[config.mk]
export PLATFORM = sky130hd
export DESIGN_NAME = irq_redir_engine
export DESIGN_NICKNAME = d
export VERILOG_FILES = /design/src/rtl/irq_redir_pkg.sv /design/src/rtl/irq_redir_table.sv /design/src/rtl/irq_redir_pend.sv /design/src/rtl/irq_redir_arb.sv /design/src/rtl/irq_redir_engine.sv
export SDC_FILE = /design/constraint.sdc
export NUM_CORES = 2
export LEC_CHECK = 0
export ABC_AREA = 1
export BUFFER_PORTS_ARGS = -buffer_cell sky130_fd_sc_hd__buf_2
export CORE_MARGIN = 2
export CORE_UTILIZATION = 35
export DETAILED_ROUTE_END_ITERATION = 6
export SLEW_MARGIN = 20
export SYNTH_ARGS = -nofsm -noshare
export SYNTH_HDL_FRONTEND = slang
export SYNTH_SLANG_ARGS = --single-unit
export TNS_END_PERCENT = 20
[constraint.sdc]
create_clock -name clk_i -period 6.36 [get_ports clk_i]
set_input_delay 1.272 -clock clk_i [delete_from_list [all_inputs] [get_ports clk_i]]
set_output_delay 1.272 -clock clk_i [all_outputs]
set_load 0.01 [all_outputs]
[src/rtl/irq_redir_pkg.sv]
package irq_redir_pkg;
  localparam int ENT_W = 64;
  localparam int F_DLV_LO = 8;
  localparam int F_DMODE = 11;
  localparam int F_DSTAT = 12;
  localparam int F_RIRR = 14;
  localparam int F_TRIG = 15;
  localparam int F_MASK = 16;
  localparam int F_DEST_LO = 56;
  localparam logic [ENT_W-1:0] ENT_RESET = 64'h0000_0000_0001_0000;

  function automatic logic [31:0] msg_addr(input logic [ENT_W-1:0] e);
    return {12'hFEE, e[F_DEST_LO+7:F_DEST_LO], 9'b0, e[F_DMODE], 2'b0};
  endfunction

  function automatic logic [31:0] msg_data(input logic [ENT_W-1:0] e);
    return {16'h0, e[F_TRIG], 4'h0, e[F_DLV_LO+2:F_DLV_LO], e[7:0]};
  endfunction
endpackage

[src/rtl/irq_redir_table.sv]
module irq_redir_table
  import irq_redir_pkg::*;
#(
  parameter int NUM_PINS = 24,
  parameter int IDX_W = $clog2(NUM_PINS)
) (
  input  logic                            clk_i,
  input  logic                            rst_ni,
  input  logic                            we_i,
  input  logic [IDX_W-1:0]                idx_i,
  input  logic                            hi_i,
  input  logic [31:0]                     wdata_i,
  output logic [31:0]                     rdata_o,
  input  logic                            grant_i,
  input  logic [IDX_W-1:0]                grant_idx_i,
  input  logic                            eoi_i,
  input  logic [7:0]                      eoi_vec_i,
  output logic [NUM_PINS-1:0][ENT_W-1:0]  ent_o
);
  logic [NUM_PINS-1:0][ENT_W-1:0] ent_q, ent_d;

  for (genvar i = 0; i < NUM_PINS; i++) begin : g_ent
    always_comb begin
      logic [ENT_W-1:0] m;
      m = ent_q[i];
      if (we_i && idx_i == IDX_W'(i)) begin
        m = hi_i ? {wdata_i, ent_q[i][31:0]} : {ent_q[i][63:32], wdata_i};
        m[F_DSTAT] = ent_q[i][F_DSTAT];
        m[F_RIRR]  = ent_q[i][F_RIRR];
        if (!m[F_TRIG]) m[F_RIRR] = 1'b0;
      end
      if (grant_i && grant_idx_i == IDX_W'(i) && m[F_TRIG]) m[F_RIRR] = 1'b1;
      if (eoi_i && ent_q[i][F_TRIG] && ent_q[i][7:0] == eoi_vec_i) m[F_RIRR] = 1'b0;
      ent_d[i] = m;
    end

    always_ff @(posedge clk_i or negedge rst_ni) begin
      if (!rst_ni) ent_q[i] <= ENT_RESET;
      else         ent_q[i] <= ent_d[i];
    end

    // edge entries never keep remote-pending
    a_r9_edge_no_rirr: assert property (@(posedge clk_i) disable iff (!rst_ni)
      !ent_q[i][F_TRIG] |-> !ent_q[i][F_RIRR]);
  end

  always_comb begin
    rdata_o = '0;
    for (int i = 0; i < NUM_PINS; i++)
      if (idx_i == IDX_W'(i)) rdata_o = hi_i ? ent_q[i][63:32] : ent_q[i][31:0];
  end

  assign ent_o = ent_q;
endmodule

[src/rtl/irq_redir_pend.sv]
module irq_redir_pend #(
  parameter int NUM_PINS = 24,
  parameter int ALIAS_SRC = 0,
  parameter int ALIAS_DST = 2,
  parameter int IDX_W = $clog2(NUM_PINS)
) (
  input  logic                clk_i,
  input  logic                rst_ni,
  input  logic [NUM_PINS-1:0] irq_i,
  input  logic [NUM_PINS-1:0] trig_i,
  input  logic [NUM_PINS-1:0] mask_i,
  input  logic                clr_i,
  input  logic [IDX_W-1:0]    clr_idx_i,
  output logic [NUM_PINS-1:0] irr_o,
  output logic                rise_o
);
  logic [NUM_PINS-1:0] pin_lvl, prev_q, irr_q;

  for (genvar i = 0; i < NUM_PINS; i++) begin : g_pin
    if (i == ALIAS_SRC) begin : g_dead
      assign pin_lvl[i] = 1'b0;
    end else if (i == ALIAS_DST) begin : g_alias
      assign pin_lvl[i] = irq_i[i] | irq_i[ALIAS_SRC];
    end else begin : g_direct
      assign pin_lvl[i] = irq_i[i];
    end

    always_ff @(posedge clk_i or negedge rst_ni) begin
      if (!rst_ni) begin
        prev_q[i] <= 1'b0;
        irr_q[i]  <= 1'b0;
      end else begin
        prev_q[i] <= pin_lvl[i];
        if (trig_i[i])                                 irr_q[i] <= pin_lvl[i];
        else if (pin_lvl[i] && !prev_q[i] && !mask_i[i]) irr_q[i] <= 1'b1;
        else if (clr_i && clr_idx_i == IDX_W'(i))      irr_q[i] <= 1'b0;
      end
    end

    a_r3_masked_edge_drop: assert property (@(posedge clk_i) disable iff (!rst_ni)
      (!irr_q[i] && !trig_i[i] && mask_i[i]) |=> !irr_q[i]);
    a_r4_level_low_clears: assert property (@(posedge clk_i) disable iff (!rst_ni)
      (trig_i[i] && !pin_lvl[i]) |=> !irr_q[i]);
  end

  assign irr_o  = irr_q;
  assign rise_o = |(pin_lvl & ~prev_q);
endmodule

[src/rtl/irq_redir_arb.sv]
module irq_redir_arb
  import irq_redir_pkg::*;
#(
  parameter int NUM_PINS = 24,
  parameter int IDX_W = $clog2(NUM_PINS)
) (
  input  logic                           clk_i,
  input  logic                           rst_ni,
  input  logic [NUM_PINS-1:0]            irr_i,
  input  logic [NUM_PINS-1:0][ENT_W-1:0] ent_i,
  input  logic                           kick_i,
  output logic                           grant_o,
  output logic [IDX_W-1:0]               grant_idx_o,
  output logic                           msg_valid_o,
  input  logic                           msg_ready_i,
  output logic [31:0]                    msg_addr_o,
  output logic [31:0]                    msg_data_o
);
  logic [NUM_PINS-1:0] elig;
  logic [IDX_W-1:0]    pick;
  logic [ENT_W-1:0]    sel;
  logic                sweep_q, load;

  for (genvar i = 0; i < NUM_PINS; i++) begin : g_elig
    assign elig[i] = irr_i[i] && !ent_i[i][F_MASK] &&
                     (!ent_i[i][F_TRIG] || !ent_i[i][F_RIRR]);
  end

  always_comb begin
    pick = '0;
    sel  = '0;
    for (int i = NUM_PINS - 1; i >= 0; i--)
      if (elig[i]) begin
        pick = IDX_W'(i);
        sel  = ent_i[i];
      end
  end

  assign load        = sweep_q && !msg_valid_o && |elig;
  assign grant_o     = load;
  assign grant_idx_o = pick;

  always_ff @(posedge clk_i or negedge rst_ni) begin
    if (!rst_ni) begin
      sweep_q     <= 1'b0;
      msg_valid_o <= 1'b0;
      msg_addr_o  <= '0;
      msg_data_o  <= '0;
    end else begin
      if (kick_i)                                  sweep_q <= 1'b1;
      else if (sweep_q && !msg_valid_o && !(|elig)) sweep_q <= 1'b0;
      if (load) begin
        msg_valid_o <= 1'b1;
        msg_addr_o  <= msg_addr(sel);
        msg_data_o  <= msg_data(sel);
      end else if (msg_ready_i) begin
        msg_valid_o <= 1'b0;
      end
    end
  end

  a_r12_hold: assert property (@(posedge clk_i) disable iff (!rst_ni)
    (msg_valid_o && !msg_ready_i) |=>
      (msg_valid_o && $stable(msg_addr_o) && $stable(msg_data_o)));
endmodule

[src/rtl/irq_redir_engine.sv]
module irq_redir_engine
  import irq_redir_pkg::*;
#(
  parameter int NUM_PINS = 24,
  parameter int IDX_W = $clog2(NUM_PINS)
) (
  input  logic                clk_i,
  input  logic                rst_ni,
  input  logic [NUM_PINS-1:0] irq_i,
  input  logic                cfg_we_i,
  input  logic [IDX_W-1:0]    cfg_idx_i,
  input  logic                cfg_hi_i,
  input  logic [31:0]         cfg_wdata_i,
  output logic [31:0]         cfg_rdata_o,
  input  logic                eoi_valid_i,
  input  logic [7:0]          eoi_vector_i,
  input  logic                rescan_i,
  output logic                msg_valid_o,
  input  logic                msg_ready_i,
  output logic [31:0]         msg_addr_o,
  output logic [31:0]         msg_data_o
);
  logic [NUM_PINS-1:0][ENT_W-1:0] ent;
  logic [NUM_PINS-1:0]            trig, mask, irr;
  logic                           grant, rise, kick;
  logic [IDX_W-1:0]               grant_idx;

  for (genvar i = 0; i < NUM_PINS; i++) begin : g_fld
    assign trig[i] = ent[i][F_TRIG];
    assign mask[i] = ent[i][F_MASK];
  end

  assign kick = rise | cfg_we_i | eoi_valid_i | rescan_i;

  irq_redir_table #(.NUM_PINS(NUM_PINS), .IDX_W(IDX_W)) u_table (
    .clk_i, .rst_ni,
    .we_i(cfg_we_i), .idx_i(cfg_idx_i), .hi_i(cfg_hi_i),
    .wdata_i(cfg_wdata_i), .rdata_o(cfg_rdata_o),
    .grant_i(grant), .grant_idx_i(grant_idx),
    .eoi_i(eoi_valid_i), .eoi_vec_i(eoi_vector_i),
    .ent_o(ent)
  );

  irq_redir_pend #(.NUM_PINS(NUM_PINS), .IDX_W(IDX_W)) u_pend (
    .clk_i, .rst_ni, .irq_i,
    .trig_i(trig), .mask_i(mask),
    .clr_i(grant), .clr_idx_i(grant_idx),
    .irr_o(irr), .rise_o(rise)
  );

  irq_redir_arb #(.NUM_PINS(NUM_PINS), .IDX_W(IDX_W)) u_arb (
    .clk_i, .rst_ni,
    .irr_i(irr), .ent_i(ent), .kick_i(kick),
    .grant_o(grant), .grant_idx_o(grant_idx),
    .msg_valid_o, .msg_ready_i, .msg_addr_o, .msg_data_o
  );
endmodule

==> After elaboration in Yosys (flattened, before gate mapping) <==
Cells that the tools add are included.
{ "word_totals": {"register_bits": 1583, "inputBits": 76} }
{ "op_classes": {"eq_ne": 94, "muxes": 291, "bitwise_logic": 7, "reduce_logical": 464} }
{ "op_table": {"columns": ["cell", "count"], "rows": [
  ["32-bit two-way mux", 48],
  ["64-bit two-way mux", 24],
  ["16-bit two-way mux", 48],
  ["1-bit logical AND", 217],
  ["8-bit equality test", 24],
  ["1-bit two-way mux", 147],
  ["2-bit AND reduction", 72],
  ["3-bit nonzero test", 47],
  ["5-bit two-way mux", 24],
  ["1-bit zero test", 97],
  ["5-bit by 4-bit equality test with 1-bit output, second input constant", 16],
  ["5-bit equality test, second input constant", 16],
  ["3-bit != test, second input constant", 24],
  ["24-bit OR reduction", 2],
  ["5-bit by 3-bit equality test with 1-bit output, second input constant", 8],
  ["24-bit AND", 1],
  ["1-bit logical OR", 24],
  ["24-bit inverter", 1],
  ["5-bit by 2-bit equality test with 1-bit output, second input constant", 4],
  ["5-bit by 1-bit equality test with 1-bit output, second input constant", 2],
  ["5-bit zero test", 2],
  ["2-bit nonzero test", 3],
  ["1-bit OR", 4],
  ["1-bit inverter", 1]
]} }

==> Longest topological paths before layout <==
{ "depth": {"word_depth": 32, "ltp_mapped": 26} }

==> Modules after synthesis <==
Synthesis repeated with hierarchy kept, for this count alone.
{ "unflattened": {"hier_cells": 10722, "area_unflattened_um2": 81338.0} }
{ "by_module_without_submodules": {"columns": ["mod", "instances", "cells_each", "area_per_inst_um2", "seq_area_each_um2"], "rows": [
  ["irq_redir_table", 1, 8644, 70888.0, 37866.3],
  ["irq_redir_arb", 1, 1799, 8316.7, 600.6],
  ["irq_redir_pend", 1, 276, 2122.0, 1151.1],
  ["irq_redir_engine", 1, 3, 11.3, 0.0]
]} }

==> Worst setup path after synthesis <==
No wires, ideal clock.
{ "synth_timing": {"path_kind": "input -> output", "startpoint": "in cfg_idx_i[3]", "endpoint": "out cfg_rdata_o[2]", "arrival_time_ps": 2896, "slack_ps": 2192, "path_stages": 17, "path_buffers": 1, "path_cell_list": "inv_1 > nand2_2 > nor2_4 > buf_2 > nand3_1 > a21oi_1 > nand4_1 > nor2_1 > nand4_1 > nand2_1 > nand4_1 > nor2_1 > nand3_1 > nand2_1 > nand4_1 > nor2_1 > nand3_1"} }
{ "synth_via": {"elab_chain_len": 25, "word_cells_on_any_way": 48, "cone_classes": "23 x eq/ne; 24 x mux; 1 x reduce/logical"} }
{ "synth_lines": {"columns": ["element", "line", "source"], "rows": [
  ["start, declared", "irq_redir_engine.sv:11", "input logic [IDX_W-1:0] cfg_idx_i,"],
  ["5-bit zero test", "irq_redir_table.sv:50", "if (idx_i == IDX_W'(i)) rdata_o = hi_i ? ent_q[i][63:32] : ent_q[i][31:0];"],
  ["32-bit two-way mux (23 in a row)", "irq_redir_table.sv:50", null],
  ["32-bit two-way mux (*)", "irq_redir_table.sv:50", null],
  ["end, declared", "irq_redir_engine.sv:14", "output logic [31:0] cfg_rdata_o,"]
]} }
Every way passes the cells marked *; elsewhere a longest branch is shown, timed or not.

==> Worst setup path in the final report <==
{ "layout_timing": {"startpoint": "in cfg_idx_i[2]", "endpoint": "out cfg_rdata_o[17]"} }
The elaborated chain is that of the path after synthesis.

==> summary.md <==
| Metric | Value |
|---|---|
| Crit path top cell by count | nand4_1 |
| CTS tree | built |
| Synth warn | 0 |
| Clock Sinks | 1582 |
| DR vias/cell | 5.60 |
| FF-to-FF setup slack | 1.97 ns |
| Number of global-route vias before repair | 67100 |
| Core ar. | 0.223 sq mm |
| Cts bufs inserted | 174 |
| Reg2Reg Depth | 14 |
| Fin. Hold Viols | 0 |
| Wirelength, routed | 320 mm |
| H-tree Lvls | 4 |
| Top_reg_cell synth | dfrtp_1 |
| CTS max path bufs | 3 |
| Rows | 173 |
| Fillers | 22900 |
| Share of cells above drive strength 1 | 10.2% |
| Sw Pwr | 10.4 mW |
| Asr flop ratio synth | 100% |
| Max Cap Violations | 0 |
| Vias | 72000 |
| DRC Markers | 1 |
| Fin Clk Skew | 0.0277 ns |
| Die width | 477 um |
| RR Endpoint | u_table.ent_o[1294] |
| Max_slew headroom | 21.9% |
| Area occupied by multi-input gates | 0.0333 sq mm |
| Data arrival time of the worst path | 5.05 ns |
| Critical path class | input port to primary output |
| Met2 Use GR | 41.9% |
| Count of different cell masters after synthesis | 52 |
| Failing checks | DRC |
| Final HPWL DP | 219 mm |
| Placer Congestion | 0.959 |
| Avg Cell Area, Syn | 7.85 sq um |
| M1 GR Usage | 38.3% |
| Final Cycle Share | 99.4% |
| Mapped Cells | 9988 |
| Crit-path max FO | 11 |
| Setup-failing EPs final | 0 |
| Worst-path cell chain | buf_2 > inv_2 > nand2_2 > inv_2 > nand2_2 > a21oi_1 > nor2_1 > nand3_1 > nor2_1 > nand3_1 > nor3_1 > nand4_1 > nand2_1 > nand4_1 > nand2_1 > nand4_1 > nand2_1 > nand4_1 > buf_2 |
| Worst-path clk slew | 0.05 ns |
| Initial Utilization | 35.2% |
| Placed Instances | 12500 |
| Pwr Density | 342 mW/mm^2 |
| First-pass GRT wire length | 471 mm |
| Internal | 19.6 mW |
| Die Span Y | 477 um |
| Overflow after GRT | 0 |
| IO Count | 173 |
| Clock Latency Late Sink | 0.83 ns |
| Seq pwr share | 41.7% |
| GR Util All Layers | 27.5% |
| Commonest non-fill, non-tap cells in the layout | nand2_1, o21ai_0, dfrtp_1, inv_1, nor2_1 |
| First drt pass iteration count | 7 |
| Peak supply drop | 0.284 mV |
| Initial antenna violation count | 28 |
| Final min period | 6.32 ns |
| Fmax | 158 MHz |
| Area growth from synthesis to layout | 11.9% |
| Largest stage delay, worst path | 0.43 ns |
| Post-Place Cell Area | 0.0817 sq mm |
| Slowest CP cell | nor3_1 |
| Slew Limit Fails | 0 |
| Hold Slack | 0.437 ns |
| Largest net degree at the start of global routing | 177 |
| Total area of sequential cells | 0.0396 sq mm |
| Worst Setup End Kind | primary output |
| #FFs+latches synth | 1582 |
| Buffers on Ports | 139 |
| Critical Path RT | 5.09 ns |
| Power, Total | 30.0 mW |
| Leakage | 39.8 nW |
| HP Class | input port to asynchronous set/reset pin |
| Die Area | 0.228 sq mm |
| Startpoint type of the worst setup path | input port |
| Initial DRC Count | 9305 |
| Combinational power share | 22.7% |
| Worst-Margin Slew | 1.17 ns |
| Clk root buf | clkbuf_16 |
| Met3 GRT Util | 5.46% |
| WL/cell | 24.9 um |
| Final instance area | 0.0877 sq mm |
| Mapped cell area | 0.0784 sq mm |
| Hold Buf Count CTS | 0 |
| RSZ-0062 raised after global routing | no |
| Layout Cells excl Fill | 12900 |
| Post-route ant nets | 0 |
| Most used routing layer | met2 |
| Clk network pwr share | 35.6% |
| Post-layout nets | 9805 |
| Status | finished with violations |
| Sequential area share after synthesis | 50.6% |
| Commonest non-fill, non-tap cell in the layout | nand2_1 |
| Switch share | 34.6% |
| Post-synth EDFFs | 0 |
| Reg-to-reg startpoint | u_table.ent_o[591] |
[power by group through the flow]
stage                     Combinational, mW  Sequential, mW  Clock (mW)
after CTS                              6.67            12.5        10.8
after floorplan                        3.92            12.4           0
after detailed placement               6.65            12.7           0
after global placement                 6.56            12.6           0
after global routing                   7.41            12.7        11.2
final                                  6.81            12.5        10.7
[registers in the layout, indices dropped and copies added, names as in the netlist]
name / count
u_table.ent_o: 1512
u_pend.irr_o: 23
u_arb.msg_data_o: 12
u_arb.msg_valid_o: 1
u_arb.msg_addr_o: 10
u_arb.sweep_q: 1
u_pend.prev_q: 23
[metal layers]
metal | vias to the layer above | wire (um)
met5 | - | 17
met4 | 2 | 14600
met3 | 678 | 30000
met2 | 3617 | 141000
met1 | 35200 | 135000
li1 | 32500 | -
[what timing repair did]
item,in CTS,in global routing
buffers inserted,0,0
endpoints found under the setup margin,0,1
resized for setup,0,1
[cell families (layout without fill, tap and decap cells)]
logic type,count (synthesis),in the layout,synth area share [%]
and+or+nand+nor,4130,4130,21.5
muxes,1,1,0.0128
other,1,47,0.00478
xor gates and xnor gates,58,58,0.648
DFF,1582,1582,50.6
AOI/OAI and AO/OA,2794,2794,19.9
buffers and inverters,1422,1276,7.31
[critical path, delay by kind of cell]
family	cells	cell delay, ns
simple gates	14	3.07
buf+inv	4	0.58
compound gates	1	0.08
[Yosys cell counts (all sizes together) (23+ instances only)]
| cell type | n | area, sq um |
|---|---|---|
| o21ai | 1759 | 8800 |
| clkbuf | 592 | 2220 |
| xnor2 | 23 | 201 |
| o211ai | 390 | 2930 |
| inv | 572 | 2150 |
| buf | 251 | 1330 |
| dfrtp | 1558 | 39000 |
| nand3 | 175 | 933 |
| nor4 | 23 | 144 |
| a211oi | 30 | 225 |
| dfstp | 24 | 631 |
| or2 | 171 | 1070 |
| nor2 | 445 | 1760 |
| nand4 | 143 | 895 |
| nor3 | 70 | 375 |
| o22ai | 65 | 407 |
| a221oi | 74 | 648 |
| xor2 | 35 | 307 |
| a21oi | 408 | 2050 |
| nand2 | 3101 | 11700 |
[metrics by stage]
step | TNS [ns] | setup WS [ns] | util [%]
after detailed placement | 0 | 0.0367 | 36.7
final | 0 | 0.0369 | 39.4
after floorplan | 0 | 2.19 | -
after global placement | -0.0487 | -0.0402 | 36.7
after CTS | 0 | 0.0367 | 39.4
after global routing | 0 | 0.0119 | 39.4
[worst max-delay path by stage]
stage	startpoint	to	slack [ns]	depth (start not counted)
final	cfg_idx_i[2]	cfg_rdata_o[17]	0.04	19
after detailed placement	cfg_idx_i[2]	cfg_rdata_o[17]	0.04	19
after floorplan	cfg_idx_i[3]	cfg_rdata_o[2]	2.19	17
after global placement	cfg_idx_i[2]	cfg_rdata_o[17]	-0.04	19
after CTS	cfg_idx_i[2]	cfg_rdata_o[17]	0.04	19
after global routing	cfg_idx_i[2]	cfg_rdata_o[17]	0.01	19
[cell type report]
| cell class | count | area share (%) |
|---|---|---|
| Clock inverter | 74 | 1.04 |
| Timing Repair Buffer | 376 | 3.24 |
| Sequential cell | 1582 | 45.2 |
| Tap cell | 2975 | 4.24 |
| Antenna cell | 14 | 0.0399 |
| Inverter | 579 | 2.49 |
| Multi-Input combinational cell | 7016 | 38.0 |
| Clock buffer | 247 | 5.75 |
(Power assumes the default switching activity.)
